### config.mk
export PLATFORM = sky130hd
export DESIGN_NAME = clkcfg_i2c_slave
export DESIGN_NICKNAME = d
export VERILOG_FILES = /design/src/rtl/clkcfg_pkg.sv /design/src/rtl/clkcfg_line_sync.sv /design/src/rtl/clkcfg_bus_engine.sv /design/src/rtl/clkcfg_regs.sv /design/src/rtl/clkcfg_decode.sv /design/src/rtl/clkcfg_i2c_slave.sv
export SDC_FILE = /design/constraint.sdc
export NUM_CORES = 1
export LEC_CHECK = 0
export BUFFER_PORTS_ARGS = -buffer_cell sky130_fd_sc_hd__buf_2
export CAP_MARGIN = 15
export CORE_MARGIN = 5
export CORE_UTILIZATION = 48
export CTS_CLUSTER_DIAMETER = 60
export CTS_CLUSTER_SIZE = 8
export DETAILED_ROUTE_END_ITERATION = 6
export GPL_TIMING_DRIVEN = 0
export PLACE_DENSITY = 0.75
export SLEW_MARGIN = 40
export SYNTH_ARGS = -nofsm -noshare
export SYNTH_HDL_FRONTEND = slang
export SYNTH_SLANG_ARGS = --single-unit
export TNS_END_PERCENT = 30
### constraint.sdc
create_clock -name clk -period 2.36 [get_ports clk]
set_input_delay 0.118 -clock clk [delete_from_list [all_inputs] [get_ports clk]]
set_output_delay 0.118 -clock clk [all_outputs]
set_load 0.05 [all_outputs]
### src/rtl/clkcfg_pkg.sv
// Package: shared constants, state type and per-byte reset/mask tables for
// the configuration slave. Assumes the strap vector is {FS3,FS2,FS1,FS0}.
package clkcfg_pkg;

    localparam int BYTE_W    = 8;
    localparam int STRAP_W   = 4;

    typedef enum logic [2:0] {
        ST_IDLE,
        ST_ADDR,
        ST_ADDR_ACK,
        ST_WR,
        ST_WR_ACK,
        ST_TX,
        ST_MACK
    } bus_state_e;

    // Power-on value of the writable bits of byte idx (read-only bits zero).
    function automatic logic [BYTE_W-1:0] byte_default(input int idx);
        case (idx)
            0:       byte_default = 8'h00;
            1, 2:    byte_default = 8'h7F;
            4:       byte_default = 8'hF5;
            default: byte_default = 8'hFF;
        endcase
    endfunction

    // Mask of the strap-backed (read-only) bits of byte idx.
    function automatic logic [BYTE_W-1:0] ro_mask(input int idx);
        case (idx)
            1, 2:    ro_mask = 8'h80;
            4:       ro_mask = 8'h0A;
            default: ro_mask = 8'h00;
        endcase
    endfunction

    // Inverted strap levels placed at the read-only positions of byte idx.
    function automatic logic [BYTE_W-1:0] strap_bits(input int idx,
                                                     input logic [STRAP_W-1:0] s);
        logic [BYTE_W-1:0] v;
        v = '0;
        case (idx)
            1: v[7] = ~s[2];
            2: v[7] = ~s[0];
            4: begin
                v[3] = ~s[1];
                v[1] = ~s[3];
            end
            default: v = '0;
        endcase
        return v;
    endfunction

endpackage

### src/rtl/clkcfg_line_sync.sv
// Brings SCL/SDA into the clk domain and flags edges and bus conditions.
// Assumes clk runs at least 16x the bit rate; lines idle high.
module clkcfg_line_sync #(
    parameter int STAGES = 2
) (
    input  logic clk,
    input  logic rst_n,
    input  logic scl_i,
    input  logic sda_i,
    output logic scl_o,
    output logic sda_o,
    output logic scl_rise_o,
    output logic scl_fall_o,
    output logic start_o,
    output logic stop_o
);
    logic [STAGES:0] scl_pipe;
    logic [STAGES:0] sda_pipe;
    logic            scl_prev;
    logic            sda_prev;

    // Shift both lines through the synchronizer plus one history stage.
    always_ff @(posedge clk) begin
        if (!rst_n) begin
            scl_pipe <= '1;
            sda_pipe <= '1;
        end else begin
            scl_pipe <= {scl_pipe[STAGES-1:0], scl_i};
            sda_pipe <= {sda_pipe[STAGES-1:0], sda_i};
        end
    end

    assign scl_o    = scl_pipe[STAGES-1];
    assign sda_o    = sda_pipe[STAGES-1];
    assign scl_prev = scl_pipe[STAGES];
    assign sda_prev = sda_pipe[STAGES];

    // Edge and condition decode from the current and previous samples.
    always_comb begin
        scl_rise_o = scl_o & ~scl_prev;
        scl_fall_o = ~scl_o & scl_prev;
        start_o    = scl_o & scl_prev & sda_prev & ~sda_o;
        stop_o     = scl_o & scl_prev & ~sda_prev & sda_o;
    end

    assert_start_stop_excl_R10: assert property (@(posedge clk) disable iff (!rst_n)
        !(start_o && stop_o));

endmodule

### src/rtl/clkcfg_bus_engine.sv
// Bit/byte protocol engine: address match, discarding of the command and
// count bytes, sequential write strobes, and the block-read byte stream.
// Assumes synchronized inputs from clkcfg_line_sync.
module clkcfg_bus_engine
    import clkcfg_pkg::*;
#(
    parameter int          NUM_REGS = 6,
    parameter logic [6:0]  DEV_ADDR = 7'h69,
    localparam int         IW       = $clog2(NUM_REGS),
    localparam int         CW       = $clog2(NUM_REGS + 3)
) (
    input  logic              clk,
    input  logic              rst_n,
    input  logic              scl,
    input  logic              sda,
    input  logic              scl_rise,
    input  logic              scl_fall,
    input  logic              start_ev,
    input  logic              stop_ev,
    input  logic [BYTE_W-1:0] rd_byte,
    output logic [IW-1:0]     rd_idx,
    output logic              sda_oe,
    output logic              reg_we,
    output logic [IW-1:0]     reg_widx,
    output logic [BYTE_W-1:0] reg_wdata
);
    localparam logic [CW-1:0] CNT_MAX   = CW'(NUM_REGS + 2);
    localparam logic [CW-1:0] FIRST_DAT = CW'(2);
    localparam logic [CW-1:0] LAST_RD   = CW'(NUM_REGS);
    localparam logic [BYTE_W-1:0] COUNT_BYTE = BYTE_W'(NUM_REGS);

    bus_state_e        state;
    logic [3:0]        bit_cnt;
    logic [BYTE_W-1:0] shreg;
    logic [CW-1:0]     byte_cnt;
    logic              is_read;
    logic              ack_seen;
    logic [BYTE_W-1:0] tx_byte;
    logic [CW-1:0]     cnt_next;

    // Choose the byte to transmit from the current read position.
    always_comb begin
        rd_idx = IW'(byte_cnt - CW'(1));
        if (byte_cnt == '0)
            tx_byte = COUNT_BYTE;
        else if (byte_cnt <= LAST_RD)
            tx_byte = rd_byte;
        else
            tx_byte = 8'hFF;
        cnt_next = (byte_cnt == CNT_MAX) ? byte_cnt : byte_cnt + CW'(1);
    end

    // Protocol state machine, advanced on synchronized SCL edges.
    always_ff @(posedge clk) begin
        if (!rst_n) begin
            state     <= ST_IDLE;
            bit_cnt   <= '0;
            shreg     <= '0;
            byte_cnt  <= '0;
            is_read   <= 1'b0;
            ack_seen  <= 1'b0;
            sda_oe    <= 1'b0;
            reg_we    <= 1'b0;
            reg_widx  <= '0;
            reg_wdata <= '0;
        end else begin
            reg_we <= 1'b0;
            if (start_ev) begin
                state    <= ST_ADDR;
                bit_cnt  <= '0;
                byte_cnt <= '0;
                sda_oe   <= 1'b0;
            end else if (stop_ev) begin
                state  <= ST_IDLE;
                sda_oe <= 1'b0;
            end else begin
                case (state)
                    ST_ADDR, ST_WR: begin
                        if (scl_rise && bit_cnt < 4'd8) begin
                            shreg   <= {shreg[BYTE_W-2:0], sda};
                            bit_cnt <= bit_cnt + 4'd1;
                        end else if (scl_fall && bit_cnt == 4'd8) begin
                            bit_cnt <= '0;
                            if (state == ST_ADDR) begin
                                if (shreg[7:1] == DEV_ADDR) begin
                                    sda_oe  <= 1'b1;
                                    is_read <= shreg[0];
                                    state   <= ST_ADDR_ACK;
                                end else begin
                                    state <= ST_IDLE;
                                end
                            end else begin
                                sda_oe <= 1'b1;
                                state  <= ST_WR_ACK;
                                if (byte_cnt >= FIRST_DAT && byte_cnt < CNT_MAX) begin
                                    reg_we    <= 1'b1;
                                    reg_widx  <= IW'(byte_cnt - FIRST_DAT);
                                    reg_wdata <= shreg;
                                end
                                byte_cnt <= cnt_next;
                            end
                        end
                    end
                    ST_ADDR_ACK: begin
                        if (scl_fall) begin
                            if (is_read) begin
                                shreg    <= tx_byte;
                                sda_oe   <= ~tx_byte[7];
                                bit_cnt  <= '0;
                                byte_cnt <= cnt_next;
                                state    <= ST_TX;
                            end else begin
                                sda_oe <= 1'b0;
                                state  <= ST_WR;
                            end
                        end
                    end
                    ST_WR_ACK: begin
                        if (scl_fall) begin
                            sda_oe <= 1'b0;
                            state  <= ST_WR;
                        end
                    end
                    ST_TX: begin
                        if (scl_fall) begin
                            if (bit_cnt == 4'd7) begin
                                sda_oe  <= 1'b0;
                                bit_cnt <= '0;
                                state   <= ST_MACK;
                            end else begin
                                shreg   <= {shreg[BYTE_W-2:0], 1'b1};
                                sda_oe  <= ~shreg[6];
                                bit_cnt <= bit_cnt + 4'd1;
                            end
                        end
                    end
                    ST_MACK: begin
                        if (scl_rise) begin
                            ack_seen <= ~sda;
                        end else if (scl_fall) begin
                            if (ack_seen) begin
                                shreg    <= tx_byte;
                                sda_oe   <= ~tx_byte[7];
                                bit_cnt  <= '0;
                                byte_cnt <= cnt_next;
                                state    <= ST_TX;
                            end else begin
                                state <= ST_IDLE;
                            end
                        end
                    end
                    default: state <= ST_IDLE;
                endcase
            end
        end
    end

    assert_nack_foreign_R1: assert property (@(posedge clk) disable iff (!rst_n)
        (state == ST_ADDR && scl_fall && bit_cnt == 4'd8 && !start_ev && !stop_ev
         && shreg[7:1] != DEV_ADDR) |=> !sda_oe);

    assert_skip_cmd_count_R2: assert property (@(posedge clk) disable iff (!rst_n)
        reg_we |-> (byte_cnt > FIRST_DAT));

    assert_hold_while_high_R5: assert property (@(posedge clk) disable iff (!rst_n)
        (scl && !start_ev && !stop_ev) |=> $stable(sda_oe));

    assert_restart_pointer_R10: assert property (@(posedge clk) disable iff (!rst_n)
        start_ev |=> (state == ST_ADDR && byte_cnt == '0));

endmodule

### src/rtl/clkcfg_regs.sv
// Configuration byte storage with power-on defaults, strap capture and the
// strap-backed read-only bits. Assumes straps are stable while rst_n is low.
module clkcfg_regs
    import clkcfg_pkg::*;
#(
    parameter int  NUM_REGS = 6,
    localparam int IW       = $clog2(NUM_REGS)
) (
    input  logic                       clk,
    input  logic                       rst_n,
    input  logic [STRAP_W-1:0]         strap_i,
    input  logic                       we,
    input  logic [IW-1:0]              widx,
    input  logic [BYTE_W-1:0]          wdata,
    input  logic [IW-1:0]              rd_idx,
    output logic [BYTE_W-1:0]          rd_byte,
    output logic [NUM_REGS*BYTE_W-1:0] regs_o,
    output logic [STRAP_W-1:0]         strap_o
);
    logic [STRAP_W-1:0] strap_q;
    logic [BYTE_W-1:0]  store_q [NUM_REGS];
    logic [BYTE_W-1:0]  vis     [NUM_REGS];

    // Capture strap pins for as long as reset is held.
    always_ff @(posedge clk) begin
        if (!rst_n) strap_q <= strap_i;
    end

    genvar g;
    generate
        for (g = 0; g < NUM_REGS; g++) begin : g_byte
            localparam logic [BYTE_W-1:0] MASK = ro_mask(g);

            // Writable bits of one byte: default on reset, load on strobe.
            always_ff @(posedge clk) begin
                if (!rst_n)
                    store_q[g] <= byte_default(g) & ~MASK;
                else if (we && widx == IW'(g))
                    store_q[g] <= wdata & ~MASK;
            end

            assign vis[g] = (store_q[g] & ~MASK) | (strap_bits(g, strap_q) & MASK);
            assign regs_o[g*BYTE_W +: BYTE_W] = vis[g];

            assert_keep_unwritten_R4: assert property (@(posedge clk) disable iff (!rst_n)
                !(we && widx == IW'(g)) |=> $stable(store_q[g]));
        end
    endgenerate

    // Read port for the block-read stream; out-of-range reads as all ones.
    always_comb begin
        rd_byte = 8'hFF;
        for (int i = 0; i < NUM_REGS; i++)
            if (rd_idx == IW'(i)) rd_byte = vis[i];
    end

    assign strap_o = strap_q;

    assert_index_range_R3: assert property (@(posedge clk) disable iff (!rst_n)
        we |-> (32'(widx) < NUM_REGS));

    assert_strap_hold_R11: assert property (@(posedge clk) disable iff (!rst_n)
        $past(rst_n) |-> $stable(strap_q));

endmodule

### src/rtl/clkcfg_decode.sv
// Turns configuration byte 0 and the latched straps into synthesizer
// controls. Purely combinational.
module clkcfg_decode
    import clkcfg_pkg::*;
(
    input  logic [BYTE_W-1:0]  ctrl_byte,
    input  logic [STRAP_W-1:0] strap,
    output logic [STRAP_W-1:0] freq_code,
    output logic               freq_from_reg,
    output logic               spread_en,
    output logic               spread_wide,
    output logic               outputs_off
);
    // Frequency source selection and single-bit control fields.
    always_comb begin
        freq_from_reg = ctrl_byte[3];
        freq_code     = ctrl_byte[3] ? {ctrl_byte[2], ctrl_byte[6], ctrl_byte[5], ctrl_byte[4]}
                                     : strap;
        spread_en     = ctrl_byte[1];
        spread_wide   = ctrl_byte[7];
        outputs_off   = ctrl_byte[0];
    end
endmodule

### src/rtl/clkcfg_i2c_slave.sv
// Top level: two-wire configuration slave for a clock synthesizer.
// Assumes clk >= 16x bus bit rate; SDA is open drain (sda_oe_o pulls low).
module clkcfg_i2c_slave
    import clkcfg_pkg::*;
#(
    parameter int         NUM_REGS    = 6,
    parameter logic [6:0] DEV_ADDR    = 7'h69,
    parameter int         SYNC_STAGES = 2,
    localparam int        IW          = $clog2(NUM_REGS)
) (
    input  logic                       clk,
    input  logic                       rst_n,
    input  logic                       scl_i,
    input  logic                       sda_i,
    output logic                       sda_oe_o,
    input  logic [STRAP_W-1:0]         strap_i,
    output logic [NUM_REGS*BYTE_W-1:0] cfg_o,
    output logic [STRAP_W-1:0]         strap_lat_o,
    output logic [STRAP_W-1:0]         freq_code_o,
    output logic                       freq_from_reg_o,
    output logic                       spread_en_o,
    output logic                       spread_wide_o,
    output logic                       outputs_off_o
);
    logic              scl_s, sda_s, scl_rise, scl_fall, start_ev, stop_ev;
    logic [BYTE_W-1:0] rd_byte;
    logic [IW-1:0]     rd_idx;
    logic              reg_we;
    logic [IW-1:0]     reg_widx;
    logic [BYTE_W-1:0] reg_wdata;

    clkcfg_line_sync #(.STAGES(SYNC_STAGES)) u_sync (
        .clk(clk), .rst_n(rst_n), .scl_i(scl_i), .sda_i(sda_i),
        .scl_o(scl_s), .sda_o(sda_s), .scl_rise_o(scl_rise), .scl_fall_o(scl_fall),
        .start_o(start_ev), .stop_o(stop_ev)
    );

    clkcfg_bus_engine #(.NUM_REGS(NUM_REGS), .DEV_ADDR(DEV_ADDR)) u_engine (
        .clk(clk), .rst_n(rst_n), .scl(scl_s), .sda(sda_s),
        .scl_rise(scl_rise), .scl_fall(scl_fall), .start_ev(start_ev), .stop_ev(stop_ev),
        .rd_byte(rd_byte), .rd_idx(rd_idx), .sda_oe(sda_oe_o),
        .reg_we(reg_we), .reg_widx(reg_widx), .reg_wdata(reg_wdata)
    );

    clkcfg_regs #(.NUM_REGS(NUM_REGS)) u_regs (
        .clk(clk), .rst_n(rst_n), .strap_i(strap_i),
        .we(reg_we), .widx(reg_widx), .wdata(reg_wdata),
        .rd_idx(rd_idx), .rd_byte(rd_byte), .regs_o(cfg_o), .strap_o(strap_lat_o)
    );

    clkcfg_decode u_decode (
        .ctrl_byte(cfg_o[BYTE_W-1:0]), .strap(strap_lat_o),
        .freq_code(freq_code_o), .freq_from_reg(freq_from_reg_o),
        .spread_en(spread_en_o), .spread_wide(spread_wide_o),
        .outputs_off(outputs_off_o)
    );

endmodule

# Word-level counts from Yosys, hierarchy flattened
# Memories as Yosys holds them, arrays and structs flattened.
# Index checks and enable logic that the tools add are counted.
dict set report totals {
  register_bits 44
  mem_bits_rw 48
  inputBits 8
  output_inout_bits 61
  word_cells 219
  n_memories 1
}
dict set report classes {
  n_addsub 4
  magnitude_cmp 4
  n_eq_ne 43
  mux 92
  bitwise 33
  n_reduce_logical 28
}
# memory depth word_bits read_ports rd_clocked_by_memory_dff wr line
set mem_list {}
lappend mem_list {u_regs.store_q 6 8 6 0 6 clkcfg_regs.sv:21} ;# logic [BYTE_W-1:0] store_q [NUM_REGS];
# cell n
set op_table {}
lappend op_table {{8-bit 2-to-1 mux} 22}
lappend op_table {{4-bit 2-to-1 mux} 19}
lappend op_table {{1-bit 2-to-1 mux} 34}
lappend op_table {{3-bit 2-to-1 mux} 11}
lappend op_table {{8-bit case mux with 4 select lines} 1}
lappend op_table {{4-bit by 3-bit inequality test with 1-bit output, second input constant} 6}
lappend op_table {{3-bit == test, second input constant} 7}
lappend op_table {{10-bit AND reduction} 2}
lappend op_table {{3-bit by 2-bit == test with 1-bit output, second input constant} 6}
lappend op_table {{2-bit by 1-bit inequality test with 1-bit output, second input constant} 9}
lappend op_table {{1-bit inverter} 17}
lappend op_table {{7-bit by 8-bit bitwise OR with 8-bit output} 2}
lappend op_table {{4-bit case mux with 4 select lines} 1}
lappend op_table {{8-bit AND reduction} 2}
lappend op_table {{3-bit case mux with 5 select lines} 1}
lappend op_table {{7-bit AND reduction} 2}
lappend op_table {{4-bit case mux with 3 select lines} 1}
lappend op_table {{11-bit AND reduction} 1}
lappend op_table {{3-bit by 1-bit == test with 1-bit output, second input constant} 3}
lappend op_table {{1-bit logical AND} 9}
lappend op_table {{9-bit AND reduction} 1}
lappend op_table {{4-bit by 1-bit adder with 4-bit output, second input constant} 2}
lappend op_table {{4-bit == test, second input constant} 2}
lappend op_table {{4-bit < comparator, second input constant} 2}
lappend op_table {{other kinds (24)} 41}

# Logic depth before layout (Yosys ltp)
dict set report logic_depth {
  ltp_word 15
  depth_mapped 8
}

# Modules after synthesis
# Synthesis repeated with hierarchy kept, for this count alone.
dict set report hier_totals {
  hier_cells 439
  hier_area_um2 4618.2
}
# module n_inst cells_per_inst area_each_um2 seq_area_each_um2
set by_module_without_submodules {}
lappend by_module_without_submodules {clkcfg_regs 1 168 2252.2 1441.4}
lappend by_module_without_submodules {clkcfg_bus_engine 1 247 2100.8 680.7}
lappend by_module_without_submodules {clkcfg_line_sync 1 16 190.2 120.1}
lappend by_module_without_submodules {clkcfg_decode 1 8 75.1 0.0}

# Worst setup path before layout
# No wires, ideal clock.
dict set report synth_timing {
  path_type {register -> output}
  start {register u_regs.strap_q[0], in the netlist u_regs.strap_o[0]}
  end {output freq_code_o[0]}
  t_arrival_ps 2197
  t_required_ps 2242
  setup_slack_ps 45
  stages_incl_launch_ff 3
  n_path_buf 0
  cell_sequence {edfxtp_1 -> inv_1 -> o21ai_0}
}
dict set report synth_between {
  elab_chain_cells 1
}
# item line
set synth_rtl {}
lappend synth_rtl {{from (decl)} clkcfg_regs.sv:20} ;# logic [STRAP_W-1:0] strap_q;
lappend synth_rtl {{from (signal assigned)} clkcfg_regs.sv:26} ;# if (!rst_n) strap_q <= strap_i;
lappend synth_rtl {{4-bit 2-to-1 mux} clkcfg_decode.sv:17} ;# freq_code = ctrl_byte[3] ? {ctrl_byte[2], ctrl_byte[6], ctrl_byte[5], ctrl_byte[4]}
lappend synth_rtl {{to (decl)} clkcfg_i2c_slave.sv:19} ;# output logic [STRAP_W-1:0] freq_code_o,
# Every way passes these cells.

# Final worst setup path
dict set report layout_timing {
  start {register u_engine.byte_cnt[0]}
  end {register u_engine.sda_oe}
}
dict set report layout_between {
  elab_chain_cells 15
  elab_cells_between_ends 24
  cone_classes {1 x add/sub; 1 x order compare; 5 x eq/ne; 14 x mux; 1 x bitwise; 2 x reduce/logical}
}
# item line
set layout_rtl {}
lappend layout_rtl {{from (decl)} clkcfg_bus_engine.sv:35} ;# logic [CW-1:0] byte_cnt;
lappend layout_rtl {{from (signal assigned)} clkcfg_bus_engine.sv:100} ;# byte_cnt <= cnt_next;
lappend layout_rtl {{from (signal assigned)} clkcfg_bus_engine.sv:110} ;# byte_cnt <= cnt_next;
lappend layout_rtl {{from (signal assigned)} clkcfg_bus_engine.sv:145} ;# byte_cnt <= cnt_next;
lappend layout_rtl {{3-bit by 1-bit subtractor with 3-bit output (*)} clkcfg_bus_engine.sv:43} ;# rd_idx = IW'(byte_cnt - CW'(1));
lappend layout_rtl {{named net rd_idx[0]} clkcfg_i2c_slave.sv:27} ;# logic [IW-1:0] rd_idx;
lappend layout_rtl {{3-bit zero test} clkcfg_regs.sv:54} ;# if (rd_idx == IW'(i)) rd_byte = vis[i];
lappend layout_rtl {{8-bit 2-to-1 mux (5 in a row)} clkcfg_regs.sv:54}
lappend layout_rtl {{8-bit 2-to-1 mux (*)} clkcfg_regs.sv:54}
lappend layout_rtl {{8-bit 2-to-1 mux (*)} clkcfg_bus_engine.sv:46} ;# else if (byte_cnt <= LAST_RD)
lappend layout_rtl {{8-bit 2-to-1 mux (*)} clkcfg_bus_engine.sv:44} ;# if (byte_cnt == '0)
lappend layout_rtl {{1-bit inverter (*)} {clkcfg_bus_engine.sv:108, clkcfg_bus_engine.sv:143}}
lappend layout_rtl {{1-bit 2-to-1 mux} clkcfg_bus_engine.sv:141} ;# if (ack_seen) begin
lappend layout_rtl {{1-bit 2-to-1 mux} clkcfg_bus_engine.sv:140} ;# end else if (scl_fall) begin
lappend layout_rtl {{1-bit 2-to-1 mux} clkcfg_bus_engine.sv:138} ;# if (scl_rise) begin
lappend layout_rtl {{1-bit case mux with 5 select lines (*)} clkcfg_bus_engine.sv:77} ;# case (state)
lappend layout_rtl {{to (signal assigned)} clkcfg_bus_engine.sv:108} ;# sda_oe <= ~tx_byte[7];
lappend layout_rtl {{to (signal assigned)} clkcfg_bus_engine.sv:132} ;# sda_oe <= ~shreg[6];
lappend layout_rtl {{to (signal assigned)} clkcfg_bus_engine.sv:143} ;# sda_oe <= ~tx_byte[7];
lappend layout_rtl {{to (decl)} clkcfg_bus_engine.sv:22} ;# output logic sda_oe,
# The timed path passes the listed nets; every way through them passes the cells marked *. The select of a mux whose other input is x is not followed.
# A chain may end at the register's enable or synchronous reset.

==> results.md <==
- Most common cell after layout, fill and taps aside: buf_2
- Initial antenna violation count: 0
- Max clock buf depth: 2
- Cell Chain, Critical Path: inv_1 > ha_2 > or3b_1 > a221oi_2 > o211ai_1 > o311a_1 > nor3_1
- Worst path bufs/invs: 1
- Crit-path max FO: 8
- Total power draw: 3.17 mW
- F_max: 428 MHz
- Largest net degree at the start of global routing: 18
- Global-route usage over all layers: 0.241
- Final Cycle Share: 0.989
- Clock skew: 0.0200 ns
- Normalized max-slew margin: 0.421
- Rows: 35
- Setup tns final: 0 ns
- Initial drt markers: 373
- Grt ovf: 0
- Drt wl/cell: 19.8 um
- Syn nets: 486
- HP Class: input port to flop
- H-Tree Level Count: 3
- R2R setup slack: 0.03 ns
- RSZ-0062 raised after global routing: true
- Drt drc: 0
- Antenna Nets Post-Route: 0
- Core area: 9240 um^2
- Dominant cells by area after synthesis: edfxtp_1, dfxtp_1, or3_1
- Top_reg_cell synth: edfxtp_1
- Ys async rst share: 0
- Hold Vio Cnt, Final: 0
- Status: complete, no violations
- Pre-CTS setup slack: -0.217 ns
- CTS root buf: clkbuf_8
- Maximum vdd drop: 0.347 mV
- TritonCTS Buffers: 9
- Tmin final: 2.33 ns
- Synthesis-to-finish area growth: 19.3%
- Vias per cell: 6.08
- Slowest cell on crit path: dfxtp_2
- Yosys top cell by area: edfxtp_1
- Critical Path Max Stage Delay: 0.45 ns
- Syn avg cell area: 9.73 um^2
- First-pass GRT wire length: 21400 um
- Number of global-route vias before repair: 3923
- Worst-Skew Late Latency: 0.37 ns
- Cell Pwr Density: 586 nW/um^2
- Antenna cells: 0
- Final slew viol count: 0
- Sequential-to-total area share from yosys stat: 0.495
- Crit path max-delay family: compound AO/OA/AOI/OAI gates
- DRT Wirelength: 13600 um
- Register bit total from synthesis: 88
- Vias: 4169
- Die Y: 107 um
- GP Congestion: 0.918
- Port Buffers: 68
- Max cap viols: 0
- Netlist cell types: 54
- Placed wire-length estimate: 10000 um
- 1st-pass router iterations: 6
- Finished Layout Cells: 686
- Final setup viols: 0
- Cell area after synthesis: 4530 um^2
- Share of the synthesized area in the top cell type: 0.318
- CTS tree: built
- Leakage: 1.79 nW
- Initial Util: 0.491
- Dpl cells: 664
- Ys Warns: 0
- Clock transition at path regs: 0.11 ns
- Critical Path End Type: flop
- Req. time, crit path: 2.66 ns
- Fraction of layout cells with a size suffix above 1: 0.210
- Leading cell types in the layout, fill and taps excluded: buf_2, edfxtp_1, nand2_1
- Post-synth EDFFs: 48
- Final nets: 572
- Slew of the pin with the lowest slew margin: 0.862 ns
- CP Class: flop to flop
- Gate Count Post-Synth: 466
- Ports: 69
- Full die area: 11500 um^2
- Arr. time, crit path: 2.63 ns
- Final Worst Setup Slack: 0.0259 ns
- Die Width: 107 um
- Startpoint type of the worst setup path: flop
- Clock sinks: 88
[stage by stage]
step | area (um^2) | utilization | hold slack, ns
2_1_floorplan | 4530 | - | 0.217
3_3_place_gp | 5030 | 0.545 | 0.297
3_5_place_dp | 5060 | 0.547 | 0.305
4_1_cts | 5370 | 0.581 | 0.114
5_1_grt | 5410 | 0.585 | 0.146
6_report | 5410 | 0.585 | 0.143
[state kept, by name, indices dropped and copies added, names as in the netlist, 4 cells and up]
signal / flops
u_regs.store_q: 44
u_engine.bit_cnt: 4
u_engine.byte_cnt: 4
u_engine.reg_wdata: 8
u_engine.shreg: 8
u_regs.strap_o: 4
[per-layer routing]
layer,vias to the layer above,track usage,share of wire
li1,1918,-,-
met1,1996,0.328,0.41
met2,223,0.384,0.47
met3,32,0.0536,0.095
met4,0,0.0703,0.025
met5,-,0,0
[power by group]
group | internal (mW) | total, mW | switching, mW | leakage [nW]
Sequential | 1.64 | 1.66 | 0.0207 | 0.711
Combinational | 0.0684 | 0.264 | 0.196 | 0.956
Clock | 0.621 | 1.25 | 0.628 | 0.118
[kinds of logic (layout without fill, tap and decap cells)]
logic type               count (synthesis)  in the layout  synth area share
AND/OR/NAND/NOR                        183            183             0.221
AO/OA/AOI/OAI                          123            123             0.187
flip-flops                              88             88             0.495
buffers and inverters                   54            145            0.0527
adder cells (fa/ha/maj)                 12             12            0.0331
XOR/XNOR                                 4              4           0.00773
multiplexers                             2              2           0.00442
[worst reg2reg max path: cells and delay by family (launching register included)]
kind                       cells  cell delay [ns]
DFF                            1             0.45
buffers and inverters          1             0.17
AOI/OAI and AO/OA              3             0.83
adders and majority gates      1             0.27
and+or+nand+nor                2             0.54
[synth_stat cells (all sizes together), types with 4 or more instances]
| cell | count |
|---|---|
| buf | 9 |
| nor2b | 5 |
| o22ai | 8 |
| o2111ai | 4 |
| nor3 | 7 |
| nand2b | 28 |
| nor2 | 24 |
| nand2 | 43 |
| nand3 | 9 |
| edfxtp | 48 |
| ha | 12 |
| o21ai | 20 |
| o311ai | 7 |
| a311oi | 14 |
| nor3b | 6 |
| a221oi | 4 |
| nand3b | 5 |
| dfxtp | 40 |
| o221ai | 8 |
| and2 | 9 |
| a211oi | 6 |
| clkbuf | 25 |
| a21oi | 30 |
| inv | 20 |
| or3 | 31 |
| o31ai | 5 |
[timing repair]
| item | in CTS | in global routing |
|---|---|---|
| hold endpoints to repair | 6 | 0 |
| hold buffers | 6 | 0 |
| setup buffers | 0 | 1 |
| gates resized for setup | 9 | 20 |
| setup endpoints to repair | 8 | 31 |
[path summary, 6_finish.rpt]
check | from | end | cells past startpoint
max reg2reg | u_engine.byte_cnt[0] | u_engine.sda_oe | 7
min | rst_n | u_engine.shreg[3] | 3
max | u_engine.byte_cnt[0] | u_engine.sda_oe | 7
min reg2reg | u_sync.sda_pipe[0] | u_sync.sda_pipe[1] | 1
[cell type report]
type | instances | area, um^2
Sequential cell | 88 | 2240
Timing Repair Buffer | 76 | 413
Tap cell | 129 | 161
Clock inverter | 7 | 109
Multi-Input combinational cell | 324 | 2110
Fill cell | 796 | 3830
Clock buffer | 9 | 124
Inverter | 20 | 75.1
Buffer | 33 | 168
Note: power is estimated with default switching activity, not from simulation.
